## src/rtl/irqc_pkg.sv

```systemverilog
package irqc_pkg;

    typedef enum logic [1:0] {
        ST_IDLE,
        ST_EXEC,
        ST_RESP
    } bus_state_e;

    typedef enum logic [2:0] {
        OP_NONE,
        OP_EN_SET,
        OP_EN_CLR,
        OP_MSK_SET,
        OP_MSK_CLR,
        OP_ROUTE
    } wr_op_e;

    localparam int unsigned ACK_W        = 10;
    localparam int unsigned SPURIOUS     = 1023;
    localparam int unsigned FAST_LSB     = 8;

    localparam int unsigned A_INFO       = 'h000;
    localparam int unsigned A_EN_SET     = 'h010;
    localparam int unsigned A_EN_CLR     = 'h014;
    localparam int unsigned A_MSK_SET    = 'h020;
    localparam int unsigned A_MSK_CLR    = 'h024;
    localparam int unsigned A_ACK        = 'h028;
    localparam int unsigned A_ROUTE_BASE = 'h200;

endpackage

```

## src/rtl/irqc_bus.sv

```systemverilog
module irqc_bus
    import irqc_pkg::*;
#(
    parameter int unsigned ADDR_W = 12,
    parameter int unsigned DATA_W = 32,
    parameter int unsigned CPU_W  = 1
) (
    input  logic              clk,
    input  logic              rst_n,
    input  logic              req_valid,
    input  logic              req_write,
    input  logic [CPU_W-1:0]  req_cpu,
    input  logic [ADDR_W-1:0] req_addr,
    input  logic [DATA_W-1:0] req_wdata,
    input  logic [DATA_W-1:0] rd_mux,
    output logic              req_ready,
    output logic              exec_en,
    output logic              lat_write,
    output logic [CPU_W-1:0]  lat_cpu,
    output logic [ADDR_W-1:0] lat_addr,
    output logic [DATA_W-1:0] lat_wdata,
    output logic              rsp_valid,
    output logic [DATA_W-1:0] rsp_rdata
);

    bus_state_e state_q, state_d;

    // next-state logic
    always_comb begin
        state_d = state_q;
        unique case (state_q)
            ST_IDLE: if (req_valid) state_d = ST_EXEC;
            ST_EXEC: state_d = ST_RESP;
            ST_RESP: state_d = ST_IDLE;
            default: state_d = ST_IDLE;
        endcase
    end

    // state register
    always_ff @(posedge clk) begin
        if (!rst_n) state_q <= ST_IDLE;
        else        state_q <= state_d;
    end

    // request capture and read data
    always_ff @(posedge clk) begin
        if (!rst_n) begin
            lat_write <= 1'b0;
            lat_cpu   <= '0;
            lat_addr  <= '0;
            lat_wdata <= '0;
            rsp_rdata <= '0;
        end else begin
            if (state_q == ST_IDLE && req_valid) begin
                lat_write <= req_write;
                lat_cpu   <= req_cpu;
                lat_addr  <= req_addr;
                lat_wdata <= req_wdata;
            end
            if (state_q == ST_EXEC) begin
                rsp_rdata <= lat_write ? '0 : rd_mux;
            end
        end
    end

    // state-decoded outputs
    always_comb begin
        req_ready = 1'b0;
        exec_en   = 1'b0;
        rsp_valid = 1'b0;
        unique case (state_q)
            ST_IDLE: req_ready = 1'b1;
            ST_EXEC: exec_en   = 1'b1;
            ST_RESP: rsp_valid = 1'b1;
            default: ;
        endcase
    end

endmodule

```

## src/rtl/irqc_state.sv

```systemverilog
module irqc_state
    import irqc_pkg::*;
#(
    parameter int unsigned NUM_SRC = 32,
    parameter int unsigned NUM_CPU = 2,
    parameter int unsigned CPU_W   = 1,
    parameter int unsigned SRC_W   = 5
) (
    input  logic                              clk,
    input  logic                              rst_n,
    input  wr_op_e                            op,
    input  logic [CPU_W-1:0]                  op_cpu,
    input  logic [SRC_W-1:0]                  op_idx,
    input  logic [NUM_CPU-1:0]                op_norm,
    input  logic [NUM_CPU-1:0]                op_fast,
    output logic [NUM_SRC-1:0]                en_q,
    output logic [NUM_CPU-1:0][NUM_SRC-1:0]   mask_q,
    output logic [NUM_SRC-1:0][NUM_CPU-1:0]   rt_norm_q,
    output logic [NUM_SRC-1:0][NUM_CPU-1:0]   rt_fast_q
);

    for (genvar i = 0; i < NUM_SRC; i++) begin : g_line
        logic hit;
        assign hit = (op_idx == SRC_W'(i));

        always_ff @(posedge clk) begin
            if (!rst_n) begin
                en_q[i] <= 1'b0;
            end else if (hit && op == OP_EN_SET) begin
                en_q[i] <= 1'b1;
            end else if (hit && op == OP_EN_CLR) begin
                en_q[i] <= 1'b0;
            end
        end

        always_ff @(posedge clk) begin
            if (!rst_n) begin
                rt_norm_q[i] <= '0;
                rt_fast_q[i] <= '0;
            end else if (hit && op == OP_ROUTE) begin
                rt_norm_q[i] <= op_norm;
                rt_fast_q[i] <= op_fast;
            end
        end

        for (genvar c = 0; c < NUM_CPU; c++) begin : g_cpu
            logic mine;
            assign mine = hit && (op_cpu == CPU_W'(c));

            always_ff @(posedge clk) begin
                if (!rst_n) begin
                    mask_q[c][i] <= 1'b1;
                end else if (mine && op == OP_MSK_SET) begin
                    mask_q[c][i] <= 1'b1;
                end else if (mine && op == OP_MSK_CLR) begin
                    mask_q[c][i] <= 1'b0;
                end
            end
        end
    end

endmodule

```

## src/rtl/irqc_pick.sv

```systemverilog
module irqc_pick
    import irqc_pkg::*;
#(
    parameter int unsigned NUM_SRC = 32
) (
    input  logic               clk,
    input  logic               rst_n,
    input  logic [NUM_SRC-1:0] src,
    input  logic [NUM_SRC-1:0] en,
    input  logic [NUM_SRC-1:0] mask,
    input  logic [NUM_SRC-1:0] routed,
    output logic               hit_q,
    output logic [ACK_W-1:0]   ack_q
);

    logic [NUM_SRC-1:0] elig;
    logic               hit_d;
    logic [ACK_W-1:0]   num_d;

    assign elig = src & en & ~mask & routed;

    // lowest number wins: scan downward so the last match is the smallest
    always_comb begin
        hit_d = 1'b0;
        num_d = '0;
        for (int i = NUM_SRC - 1; i >= 0; i--) begin
            if (elig[i]) begin
                hit_d = 1'b1;
                num_d = ACK_W'(i);
            end
        end
    end

    always_ff @(posedge clk) begin
        if (!rst_n) begin
            hit_q <= 1'b0;
            ack_q <= ACK_W'(SPURIOUS);
        end else begin
            hit_q <= hit_d;
            ack_q <= hit_d ? num_d : ACK_W'(SPURIOUS);
        end
    end

endmodule

```

## src/rtl/irqc_top.sv

```systemverilog
module irqc_top
    import irqc_pkg::*;
#(
    parameter int unsigned NUM_SRC = 32,
    parameter int unsigned NUM_CPU = 2,
    parameter int unsigned ADDR_W  = 12,
    parameter int unsigned DATA_W  = 32,
    parameter int unsigned CPU_W   = (NUM_CPU > 1) ? $clog2(NUM_CPU) : 1
) (
    input  logic               clk,
    input  logic               rst_n,
    input  logic [NUM_SRC-1:0] src_irq,
    input  logic               req_valid,
    input  logic               req_write,
    input  logic [CPU_W-1:0]   req_cpu,
    input  logic [ADDR_W-1:0]  req_addr,
    input  logic [DATA_W-1:0]  req_wdata,
    output logic               req_ready,
    output logic               rsp_valid,
    output logic [DATA_W-1:0]  rsp_rdata,
    output logic [NUM_CPU-1:0] cpu_irq
);

    localparam int unsigned SRC_W = (NUM_SRC > 1) ? $clog2(NUM_SRC) : 1;
    localparam logic [ACK_W-1:0]    NSRC_NUM  = ACK_W'(NUM_SRC);
    localparam logic [ADDR_W-3:0]   NSRC_WORD = (ADDR_W-2)'(NUM_SRC);
    localparam logic [ADDR_W-1:0]   RT_BASE   = ADDR_W'(A_ROUTE_BASE);

    logic              exec_en;
    logic              lat_write;
    logic [CPU_W-1:0]  lat_cpu;
    logic [ADDR_W-1:0] lat_addr;
    logic [DATA_W-1:0] lat_wdata;
    logic [DATA_W-1:0] rd_mux;

    irqc_bus #(
        .ADDR_W (ADDR_W),
        .DATA_W (DATA_W),
        .CPU_W  (CPU_W)
    ) u_bus (
        .clk       (clk),
        .rst_n     (rst_n),
        .req_valid (req_valid),
        .req_write (req_write),
        .req_cpu   (req_cpu),
        .req_addr  (req_addr),
        .req_wdata (req_wdata),
        .rd_mux    (rd_mux),
        .req_ready (req_ready),
        .exec_en   (exec_en),
        .lat_write (lat_write),
        .lat_cpu   (lat_cpu),
        .lat_addr  (lat_addr),
        .lat_wdata (lat_wdata),
        .rsp_valid (rsp_valid),
        .rsp_rdata (rsp_rdata)
    );

    // ---------------- address decode ----------------
    logic [ACK_W-1:0]  wr_num;
    logic              num_ok;
    logic [ADDR_W-1:0] rt_off;
    logic              rt_hit;
    logic [SRC_W-1:0]  rt_idx;
    wr_op_e            op;
    logic [SRC_W-1:0]  op_idx;

    assign wr_num = lat_wdata[ACK_W-1:0];
    assign num_ok = (wr_num < NSRC_NUM);
    assign rt_off = lat_addr - RT_BASE;
    assign rt_hit = (lat_addr >= RT_BASE) && (rt_off[1:0] == 2'b00)
                    && (rt_off[ADDR_W-1:2] < NSRC_WORD);
    assign rt_idx = SRC_W'(rt_off[ADDR_W-1:2]);

    always_comb begin
        op     = OP_NONE;
        op_idx = SRC_W'(wr_num);
        if (exec_en && lat_write) begin
            if (rt_hit) begin
                op     = OP_ROUTE;
                op_idx = rt_idx;
            end else if (num_ok) begin
                unique case (lat_addr)
                    ADDR_W'(A_EN_SET):  op = OP_EN_SET;
                    ADDR_W'(A_EN_CLR):  op = OP_EN_CLR;
                    ADDR_W'(A_MSK_SET): op = OP_MSK_SET;
                    ADDR_W'(A_MSK_CLR): op = OP_MSK_CLR;
                    default:            op = OP_NONE;
                endcase
            end
        end
    end

    // ---------------- gate and routing state ----------------
    logic [NUM_SRC-1:0]              en_q;
    logic [NUM_CPU-1:0][NUM_SRC-1:0] mask_q;
    logic [NUM_SRC-1:0][NUM_CPU-1:0] rt_norm_q;
    logic [NUM_SRC-1:0][NUM_CPU-1:0] rt_fast_q;

    irqc_state #(
        .NUM_SRC (NUM_SRC),
        .NUM_CPU (NUM_CPU),
        .CPU_W   (CPU_W),
        .SRC_W   (SRC_W)
    ) u_state (
        .clk       (clk),
        .rst_n     (rst_n),
        .op        (op),
        .op_cpu    (lat_cpu),
        .op_idx    (op_idx),
        .op_norm   (lat_wdata[NUM_CPU-1:0]),
        .op_fast   (lat_wdata[FAST_LSB +: NUM_CPU]),
        .en_q      (en_q),
        .mask_q    (mask_q),
        .rt_norm_q (rt_norm_q),
        .rt_fast_q (rt_fast_q)
    );

    // ---------------- per-CPU winner selection ----------------
    logic [NUM_CPU-1:0][ACK_W-1:0] ack_all;

    for (genvar c = 0; c < NUM_CPU; c++) begin : g_pick
        logic [NUM_SRC-1:0] routed;
        for (genvar i = 0; i < NUM_SRC; i++) begin : g_rt
            assign routed[i] = rt_norm_q[i][c] | rt_fast_q[i][c];
        end

        irqc_pick #(
            .NUM_SRC (NUM_SRC)
        ) u_pick (
            .clk    (clk),
            .rst_n  (rst_n),
            .src    (src_irq),
            .en     (en_q),
            .mask   (mask_q[c]),
            .routed (routed),
            .hit_q  (cpu_irq[c]),
            .ack_q  (ack_all[c])
        );
    end

    // ---------------- read data ----------------
    always_comb begin
        rd_mux = '0;
        if (rt_hit) begin
            rd_mux[NUM_CPU-1:0]            = rt_norm_q[rt_idx];
            rd_mux[FAST_LSB +: NUM_CPU]    = rt_fast_q[rt_idx];
        end else if (lat_addr == ADDR_W'(A_INFO)) begin
            rd_mux[2 +: ACK_W] = NSRC_NUM;
        end else if (lat_addr == ADDR_W'(A_ACK)) begin
            if (int'(lat_cpu) < NUM_CPU) rd_mux[ACK_W-1:0] = ack_all[lat_cpu];
            else                         rd_mux[ACK_W-1:0] = ACK_W'(SPURIOUS);
        end
    end

endmodule

```

## config.mk

```make
export PLATFORM = sky130hd
export DESIGN_NAME = irqc_top
export DESIGN_NICKNAME = d
export VERILOG_FILES = /design/src/rtl/irqc_pkg.sv /design/src/rtl/irqc_bus.sv /design/src/rtl/irqc_state.sv /design/src/rtl/irqc_pick.sv /design/src/rtl/irqc_top.sv
export SDC_FILE = /design/constraint.sdc
export NUM_CORES = 1
export LEC_CHECK = 0
export ABC_AREA = 1
export CELL_PAD_IN_SITES_DETAIL_PLACEMENT = 0
export CELL_PAD_IN_SITES_GLOBAL_PLACEMENT = 1
export CORE_ASPECT_RATIO = 1.25
export CORE_UTILIZATION = 42
export CTS_CLUSTER_SIZE = 12
export DETAILED_ROUTE_END_ITERATION = 10
export PLACE_DENSITY = 0.79
export REMOVE_ABC_BUFFERS = 1
export SYNTH_ARGS = -nofsm -noshare
export SYNTH_HDL_FRONTEND = slang
export SYNTH_SLANG_ARGS = --single-unit
```

## constraint.sdc

```tcl
create_clock -name clk -period 3.4 [get_ports clk]
set_input_delay 0.68 -clock clk [delete_from_list [all_inputs] [get_ports clk]]
set_output_delay 0.68 -clock clk [all_outputs]
set_load 0.01 [all_outputs]
```

-- Word-level counts from Yosys, hierarchy flattened
Index checks and enable logic that the tools add are counted.
- $add $sub $neg: 1
- $mul: 0
- divide/modulo/power cells: 0
- $lt $le $gt $ge: 5
- eq/ne operators: 44
- shift-type cells: 0
- mux-type cells: 216
- bitwise operators: 73
- reduce and logical (&&, ||, !) cells: 394
- operators with widths (kind ; number):
    $mux W5 ; 66
    $logic_and A1 B1 Y1 ; 292
    $and A32 B32 Y32 ; 5
    $mux W1 ; 131
    $reduce_or A2 Y1 ; 64
    $eq A5 B5 Y1 const B ; 16
    $not A32 Y32 ; 2
    $or A1 B1 Y1 ; 64
    $reduce_bool A2 Y1 ; 32
    $eq A5 B4 Y1 const B ; 8
    $mux W10 ; 4
    $eq A12 B6 Y1 const B ; 3
    $eq A12 B5 Y1 const B ; 2
    $bmux W2 S5 ; 2
    $eq A5 B3 Y1 const B ; 4
    $lt A10 B6 Y1 const B ; 2
    $ge A12 B10 Y1 const B ; 1
    $logic_not A12 Y1 ; 1
    $mux W2 ; 6
    $pmux W3 S4 ; 1
    $sub A12 B10 Y12 const B ; 1
    $eq A5 B2 Y1 const B ; 2
    $mux W3 ; 3
    $mux W8 ; 1
    other kinds (15) ; 20
- bits in registers: 304
- latch bits: 0
- RAM bits: 0
- ROM bits: 0
- input bits: 81
- output and inout bits: 36
- word-level logic and storage cells: 903
- memories: 0

-- Depth between registers and ports, before layout
Gate-level depths: netlist of run 1.
- depth after elaboration: 36
- depth in mapped cells: 35
- mapped depth without buffers: 35

-- Modules after synthesis
Synthesis of run 1 repeated with hierarchy kept, for this count alone.
- cell total of the unflattened synthesis: 2877
- area, all modules: 17549.3 um2
- modules (own cells, without submodules) (module ; instances ; cells an instance ; area each (um2) ; seq. area each (um2)):
    irqc_state ; 1 ; 1446 ; 9575.4 ; 4484.3
    irqc_bus ; 1 ; 454 ; 3264.4 ; 1601.5
    irqc_top ; 1 ; 537 ; 2459.9 ; 0.0
    irqc_pick ; 2 ; 220 ; 1124.8 ; 140.1

-- Least setup slack after synthesis of run 1
No wires, ideal clock.
- kind: reg-to-reg
- start: register u_bus.lat_addr[9]
- end: register u_state.mask_q[27] (netlist name)
- arrival: 2.243 ns
- required time: 3.262 ns
- setup slack: 1.019 ns
- stages on the path, launching flop included: 17
- buffers on the path: 1
- period minus slack after synthesis: 2.381 ns
- cell sequence: dfxtp_1 inv_1 ha_1 nand2_1 nor3_1 nand2_2 nor3_4 buf_6 nand2_1 o21ai_2 nand2_2 nor2_1 nand2_1 inv_2 nand2_1 o21ai_1 o211ai_1
- longest elaborated chain between the ends: 9
- elaborated cells between the ends (all ways): 22
- those cells by class: 1 x add/sub; 2 x order compare; 7 x eq/ne; 6 x mux; 6 x reduce/logical
- RTL lines (what ; line ; RTL):
    from (decl) ; irqc_bus.sv:20 ; output logic [ADDR_W-1:0] lat_addr,
    from (signal assigned) ; irqc_bus.sv:57 ; lat_addr <= req_addr;
    $sub A12 B10 Y12 / $ge A12 B10 Y1 (equally long branches) ; irqc_top.sv:70, irqc_top.sv:71 ;
    $lt A10 B6 Y1 / $logic_and A1 B1 Y1 (equally long branches) ; irqc_top.sv:72, irqc_top.sv:71 ;
    $logic_and A1 B1 Y1 ; irqc_top.sv:72 ; && (rt_off[ADDR_W-1:2] < NSRC_WORD);
    $mux W5 ; irqc_top.sv:79 ; if (rt_hit) begin
    $mux W5 ; irqc_top.sv:78 ; if (exec_en && lat_write) begin
    $eq A5 B5 Y1 ; irqc_state.sv:24 ; assign hit = (op_idx == SRC_W'(i));
    $logic_and A1 B1 Y1 ; irqc_state.sv:48 ; assign mine = hit && (op_cpu == CPU_W'(c));
    $logic_and A1 B1 Y1 ; irqc_state.sv:53 ; end else if (mine && op == OP_MSK_SET) begin
    $reduce_or A2 Y1 (no source line) ; - ;
Parallel ways exist; a longest one is shown, timed or not.
A chain may end at the register's enable or synchronous reset.

-- Final worst setup path of run 1
- start: register u_bus.lat_addr[9]
- end: register u_state.mask_q[1] (netlist name)
- longest elaborated chain between the ends: 9
- elaborated cells between the ends (all ways): 22
- those cells by class: 1 x add/sub; 2 x order compare; 7 x eq/ne; 6 x mux; 6 x reduce/logical
- RTL lines (what ; line):
    $sub A12 B10 Y12 / $ge A12 B10 Y1 (equally long branches) ; irqc_top.sv:70, irqc_top.sv:71
    $lt A10 B6 Y1 / $logic_and A1 B1 Y1 (equally long branches) ; irqc_top.sv:72, irqc_top.sv:71
    $logic_and A1 B1 Y1 ; irqc_top.sv:72
    $mux W5 ; irqc_top.sv:79
    $mux W5 ; irqc_top.sv:78
    $eq A5 B1 Y1 ; irqc_state.sv:24
    $logic_and A1 B1 Y1 ; irqc_state.sv:48
    $logic_and A1 B1 Y1 ; irqc_state.sv:53
    $reduce_or A2 Y1 (no source line) ; -
Parallel ways exist; a longest one is shown, timed or not.

==> impl_metrics.csv, run 1 <==
group,metric,value,unit
timing,setup_viol,0,
cts,cts_resized,0,
setup_path,worstPathArrival,3.50,ns
cts,htree_levels,1,
cts,cts_setup_buffers,0,
timing,fin_skew,0.0148,ns
grt,grt_pass1_vias,11800,
logic_synthesis,yosysTopAreaCellShare,0.415,
route,viasPerCell,5.35,
layout,layout-drive-gt1-share,0.0927,
layout,fin_cells,2381,
run_status,status,"complete, but fails checks",
floorplanning,die_h,200,um
timing,hold_slack,0.465,ns
grt,use_met2,0.484,
logic_synthesis,ys_seq_area_frac,0.415,
timing,fmax,0.325,GHz
placement,hpwl,30500,um
route,wl,44800,um
floorplanning,initial_utilization,0.426,
route,detail_route.wl_per_cell,18.8,um
route,drcViolationCount,2,
power_and_ir_drop,leakagePower,5.39,nW
layout,final_cell_area,0.0153,mm^2
route,ant_nets,0,
layout,diodes,0,
grt,use_met1,0.351,
grt,grt_usage,0.277,
layout,finalNetCount,2033,
setup_path,cp.required,3.82,ns
route,vias,12700,
grt,top_usage_layer,"met2",
cts,cts_buffers,30,
cts,cts_root_buffer,"clkbuf_16",
setup_path,cp-start-kind,"flop",
job,drv_cap,0,
grt,grt_max_degree,119,
cts,clk_pin_slew_worst_paths,0.06,ns
grt,grt-ovfl-total,0,
logic_synthesis,netlist_instances,1901,
timing,hold_violations,0,
timing,drv_slew,0,
floorplanning,dieArea,0.0321,mm^2
route,drt_iter0_drc,972,
timing,fin_crit,3.08,ns
logic_synthesis,ys_ff_latch,273,
timing,tightestPinTransition,0.858,ns
logic_synthesis,synth_area_leaders,"dfxtp_1 (41%), nand2_1 (9.3%), a21oi_1 (8.4%), o21ai_0 (8.3%), inv_1 (5.8%)",
logic_synthesis,ys_types,41,
power_and_ir_drop,ir_drop,329,uV
logic_synthesis,synth_area_per_cell,6.93,um^2
cts,cts_tree,"done",
hold_path,hp-class,"flop to flop",
setup_path,criticalPathCategory,"flop to flop",
floorplanning,core,0.0309,mm^2
placement,place_inst,2326,
floorplanning,row_count,72,
timing,slew_headroom,0.425,
logic_synthesis,syn_area,0.0132,mm^2
layout,syn_to_final_growth,15.8,%
placement,port-buffer-count,72,
power_and_ir_drop,powerDensity,466,mW/mm^2
timing,finalCritPeriodShare,0.906,
floorplanning,dieWidth,160,um
cts,numClockSinks,273,
grt,grt_pass1_wl,68000,um
cts,cts_buffer_depth,3,
layout,utilization,0.494,
grt,met3_usage,0.0250,
cts,clock_latency,0.56,ns
cts,cts_hold_buffers,0,
route,dr.pass1.iters,10,
timing,rsz0062_at_grt,"no",
grt,antenna_found_initial,0,
logic_synthesis,synth-warning-count,0,
floorplanning,ios,117,
setup_path,cp-end-kind,"flop",
logic_synthesis,synth_top_cell_by_area,"dfxtp_1",
setup_path,cp_max_fo,26,
placement,dpl-instance-area,0.0143,mm^2
placement,place_congestion,0.902,
run_status,violations,"design-rule violations",
## cells in the final DEF (no fill, tap or decap), types with 59 or more instances in the layout
cell and count:
o21ai_1 72, nor3_1 59, clkdlybuf4s50_1 71, inv_1 205
nand2_1 328, o211ai_1 80, dfxtp_1 271, o21ai_0 219
nor2_1 161, a21oi_1 222
## power by group
group	internal [W]	total (W)	switching [W]
Combinational	0.000217	0.000721	0.000504
Clock	0.00182	0.00314	0.00132
Sequential	0.00323	0.00325	0.0000274
Total	0.00526	0.00711	0.00185
## metal layers
| metal | share of wire | vias up | wire length (um) |
|---|---|---|---|
| met5 | 0 | - | 0 |
| met4 | 0.034 | 0 | 1540 |
| met3 | 0.044 | 78 | 1990 |
| met2 | 0.48 | 336 | 21500 |
| met1 | 0.44 | 5936 | 19800 |
| li1 | - | 6379 | - |
## logic make-up (layout without fill, tap and decap cells)
logic type | after synthesis | in the layout | synth area share
compound gates | 643 | 643 | 0.272
xor+xnor | 1 | 1 | 0.000665
fa+ha+maj | 1 | 1 | 0.000950
buf+inv | 367 | 419 | 0.114
flops | 273 | 273 | 0.415
mux | 2 | 2 | 0.00152
other cells | 1 | 22 | 0.000285
simple gates | 613 | 613 | 0.196
## state kept, by name, indices dropped and copies added, names as in the netlist, 9 cells and up
register	cells
g_pick.u_pick.ack_q	12
u_state.rt_norm_q	64
u_bus.lat_wdata	10
u_state.en_q	32
u_state.mask_q	64
u_state.rt_fast_q	64
u_bus.rsp_rdata	9
u_bus.lat_addr	12
## through the flow
step / setup slack [ns] / total power [W] / setup TNS, ns
floorplan: -0.650 / 0.00365 / -87.90
global placement: 0.0769 / 0.00403 / 0
detailed placement: 0.111 / 0.00403 / 0
CTS: 0.346 / 0.00716 / 0
global route: 0.114 / 0.00733 / 0
finish: 0.321 / 0.00711 / 0
## cell usage after synthesis (all sizes together)
| cell type | number |
|---|---|
| mux2i | 2 |
| conb | 1 |
| inv | 242 |
| clkinv | 5 |
| dfxtp | 273 |
| nand3 | 13 |
| a221oi | 9 |
| xor2 | 1 |
| clkbuf | 81 |
| ha | 1 |
| o221ai | 15 |
| buf | 39 |
| nand4 | 3 |
| o21bai | 1 |
| nor4 | 6 |
| nand2 | 363 |
| nor3 | 61 |
| a31oi | 6 |
| o211ai | 80 |
| o21ai | 296 |
| and2 | 1 |
| o31ai | 2 |
| o2111ai | 6 |
| a21oi | 222 |
| or2 | 3 |
| nor2 | 163 |
| o22ai | 3 |
| a211oi | 3 |
## cell type report
cell class	count	area, um^2
clock buffer	47	906
clock inverter	8	45.0
timing repair buffer	117	1120
multi-input combinational	1282	6280
inverter	247	927
fill	3158	15600
sequential	273	5470
tap	407	509
## worst paths after layout
| check | startpoint | to | slack, ns | cells past startpoint |
|---|---|---|---|---|
| max | u_bus.lat_addr[9]$_SDFFE_PN0P_ | u_state.mask_q[1]$_SDFFE_PP1P_ | 0.32 | 16 |
| min reg2reg | u_state.rt_norm_q[14]$_SDFFE_PN0P_ | u_state.rt_norm_q[14]$_SDFFE_PN0P_ | 0.47 | 2 |
| min | u_state.rt_norm_q[14]$_SDFFE_PN0P_ | u_state.rt_norm_q[14]$_SDFFE_PN0P_ | 0.47 | 2 |
| max reg2reg | u_bus.lat_addr[9]$_SDFFE_PN0P_ | u_state.mask_q[1]$_SDFFE_PP1P_ | 0.32 | 16 |
## worst max-delay path: stages (launching register included)
cell      delay [ns]
dfxtp_1         0.36
inv_1           0.07
ha_1            0.28
nand2_1         0.05
nor3_1          0.17
nand2_2         0.17
nor3_4          0.32
buf_12          0.26
nand2_1         0.09
o21ai_2         0.10
nand2_1         0.18
nor2_1          0.21
nand2_1         0.19
inv_2           0.15
nand2_1         0.07
o21ai_1         0.15
o211ai_1        0.09
No activity file was read; power rests on OpenSTA's default activity.
==> run 2, diff against run 1 <==
Settings changed: CORE_ASPECT_RATIO 1.25 to 1.5.
==> run 2 against run 1 <==
Net effect:
- the flow now finishes without violations
- critical path depth is the same
- utilization shrank 0.38 points
- non-clock buffer count shrank 6
- worst hold slack lost 0.0073 ns
- first-iteration DRC count grew 1.2%
- setup slack gained 0.087 ns
==> impl_metrics.csv, run 2 (synthesis gave the netlist of run 1 again) <==
group,metric,value,unit
layout,layout_commonest_cell,"nand2_1",
cts,cts_setup_buffers,0,
hold_path,hp-class,"flop to flop",
timing,hold_violations,0,
timing,fin_crit,2.99,ns
cts,clock_latency,0.56,ns
layout,finalNetCount,2026,
placement,hpwl,31000,um
grt,grt_usage,0.282,
layout,layout-drive-gt1-share,0.0877,
cts,cts_root_buffer,"clkbuf_16",
layout,top_regs,"u_state.mask_q x64, u_state.rt_fast_q x64, u_state.rt_norm_q x64",
route,detail_route.wl_per_cell,19.1,um
route,vias,12600,
setup_path,criticalPathCategory,"flop to flop",
job,drv_cap,0,
setup_path,cp-start-kind,"flop",
floorplanning,row_count,79,
grt,grt_max_degree,122,
cts,numClockSinks,273,
setup_path,cp.required,3.85,ns
layout,fillers,3162,
timing,fmax,0.334,GHz
timing,rsz0062_at_grt,"no",
placement,place_congestion,0.893,
timing,fin_skew,0.0153,ns
setup_path,cp_max_fo,17,
floorplanning,ios,117,
timing,finalCritPeriodShare,0.880,
layout,syn_to_final_growth,15.1,%
route,drcViolationCount,0,
setup_path,worstPathArrival,3.44,ns
cts,cts_hold_buffers,0,
grt,antenna_found_initial,0,
setup_path,cp-end-kind,"flop",
cts,cts_buffer_depth,3,
floorplanning,dieWidth,147,um
grt,grt_pass1_vias,11800,
layout,final_cell_mix,"nand2_1 (328), dfxtp_1 (271), a21oi_1 (222), o21ai_0 (219), inv_1 (205)",
layout,diodes,0,
layout,final_cell_area,0.0152,mm^2
run_status,status,"finished clean",
timing,hold_slack,0.458,ns
cts,cts_tree,"done",
floorplanning,core,0.0309,mm^2
route,ant_nets,0,
placement,dpl-instance-area,0.0143,mm^2
cts,htree_levels,1,
floorplanning,initial_utilization,0.426,
power_and_ir_drop,leakagePower,5.34,nW
timing,tightestPinTransition,0.986,ns
floorplanning,die_h,219,um
grt,grt-ovfl-total,0,
grt,grt_pass1_wl,69000,um
cts,clk_pin_slew_worst_paths,0.06,ns
route,viasPerCell,5.33,
route,drt_iter0_drc,984,
cts,cts_resized,0,
power_and_ir_drop,powerDensity,464,mW/mm^2
timing,setup_viol,0,
layout,fin_cells,2367,
cts,cts_buffers,29,
placement,port-buffer-count,72,
floorplanning,dieArea,0.0321,mm^2
route,dr.pass1.iters,6,
layout,utilization,0.490,
power_and_ir_drop,ir_drop,369,uV
timing,slew_headroom,0.339,
route,wl,45100,um
placement,place_inst,2318,
timing,drv_slew,0,
timing,fin_tns_setup,0,ns
## run 2: cell type report
type,instances,area [um^2],area share
tap,405,507,0.0334
sequential,273,5470,0.361
inverter,247,927,0.0612
clock inverter,2,16.3,0.00107
multi-input combinational,1282,6280,0.414
clock buffer,47,883,0.0583
timing repair buffer,111,1070,0.0708
## run 2: metrics by stage
| stage | setup slack, ns | power, W |
|---|---|---|
| floorplan | -0.650 | 0.00365 |
| detailed placement | 0.0932 | 0.00404 |
| global route | 0.136 | 0.00726 |
| finish | 0.408 | 0.00703 |
| global placement | 0.0542 | 0.00403 |
| CTS | 0.461 | 0.00706 |
## run 2: worst max-delay path, cell delays in order, from the launching register on
cell,delay [ns]
dfxtp_1,0.37
inv_1,0.08
ha_1,0.27
nand2_1,0.05
nor3_1,0.17
nand2_2,0.17
nor3_4,0.18
buf_12,0.20
nand2_1,0.08
o21ai_2,0.14
nand2_2,0.14
nor2_1,0.31
nand2_1,0.22
inv_2,0.14
nand2_2,0.11
o21ai_0,0.18
a21oi_1,0.05
## run 2: final timing paths
check / start / endpoint / slack, ns / cells past startpoint
worst max register to register: u_bus.lat_addr[9]$_SDFFE_PN0P_ / u_state.rt_norm_q[2]$_SDFFE_PN0P_ / 0.41 / 16
worst min-delay path: u_state.rt_fast_q[37]$_SDFFE_PN0P_ / u_state.rt_fast_q[37]$_SDFFE_PN0P_ / 0.46 / 2
worst max-delay path: u_bus.lat_addr[9]$_SDFFE_PN0P_ / u_state.rt_norm_q[2]$_SDFFE_PN0P_ / 0.41 / 16
worst min register to register: u_state.rt_fast_q[37]$_SDFFE_PN0P_ / u_state.rt_fast_q[37]$_SDFFE_PN0P_ / 0.46 / 2
## run 2: layer usage
layer | up-vias | global-route usage | share of wire
li1 | 6365 | - | -
met1 | 5793 | 0.345 | 0.42
met2 | 356 | 0.490 | 0.48
met3 | 97 | 0.0285 | 0.044
met4 | 0 | 0.139 | 0.048
met5 | - | 0 | 0
## run 2: report_power, final
group,switching (W),internal (W)
Combinational,0.000503,0.000217
Clock,0.00130,0.00176
Sequential,0.0000334,0.00323
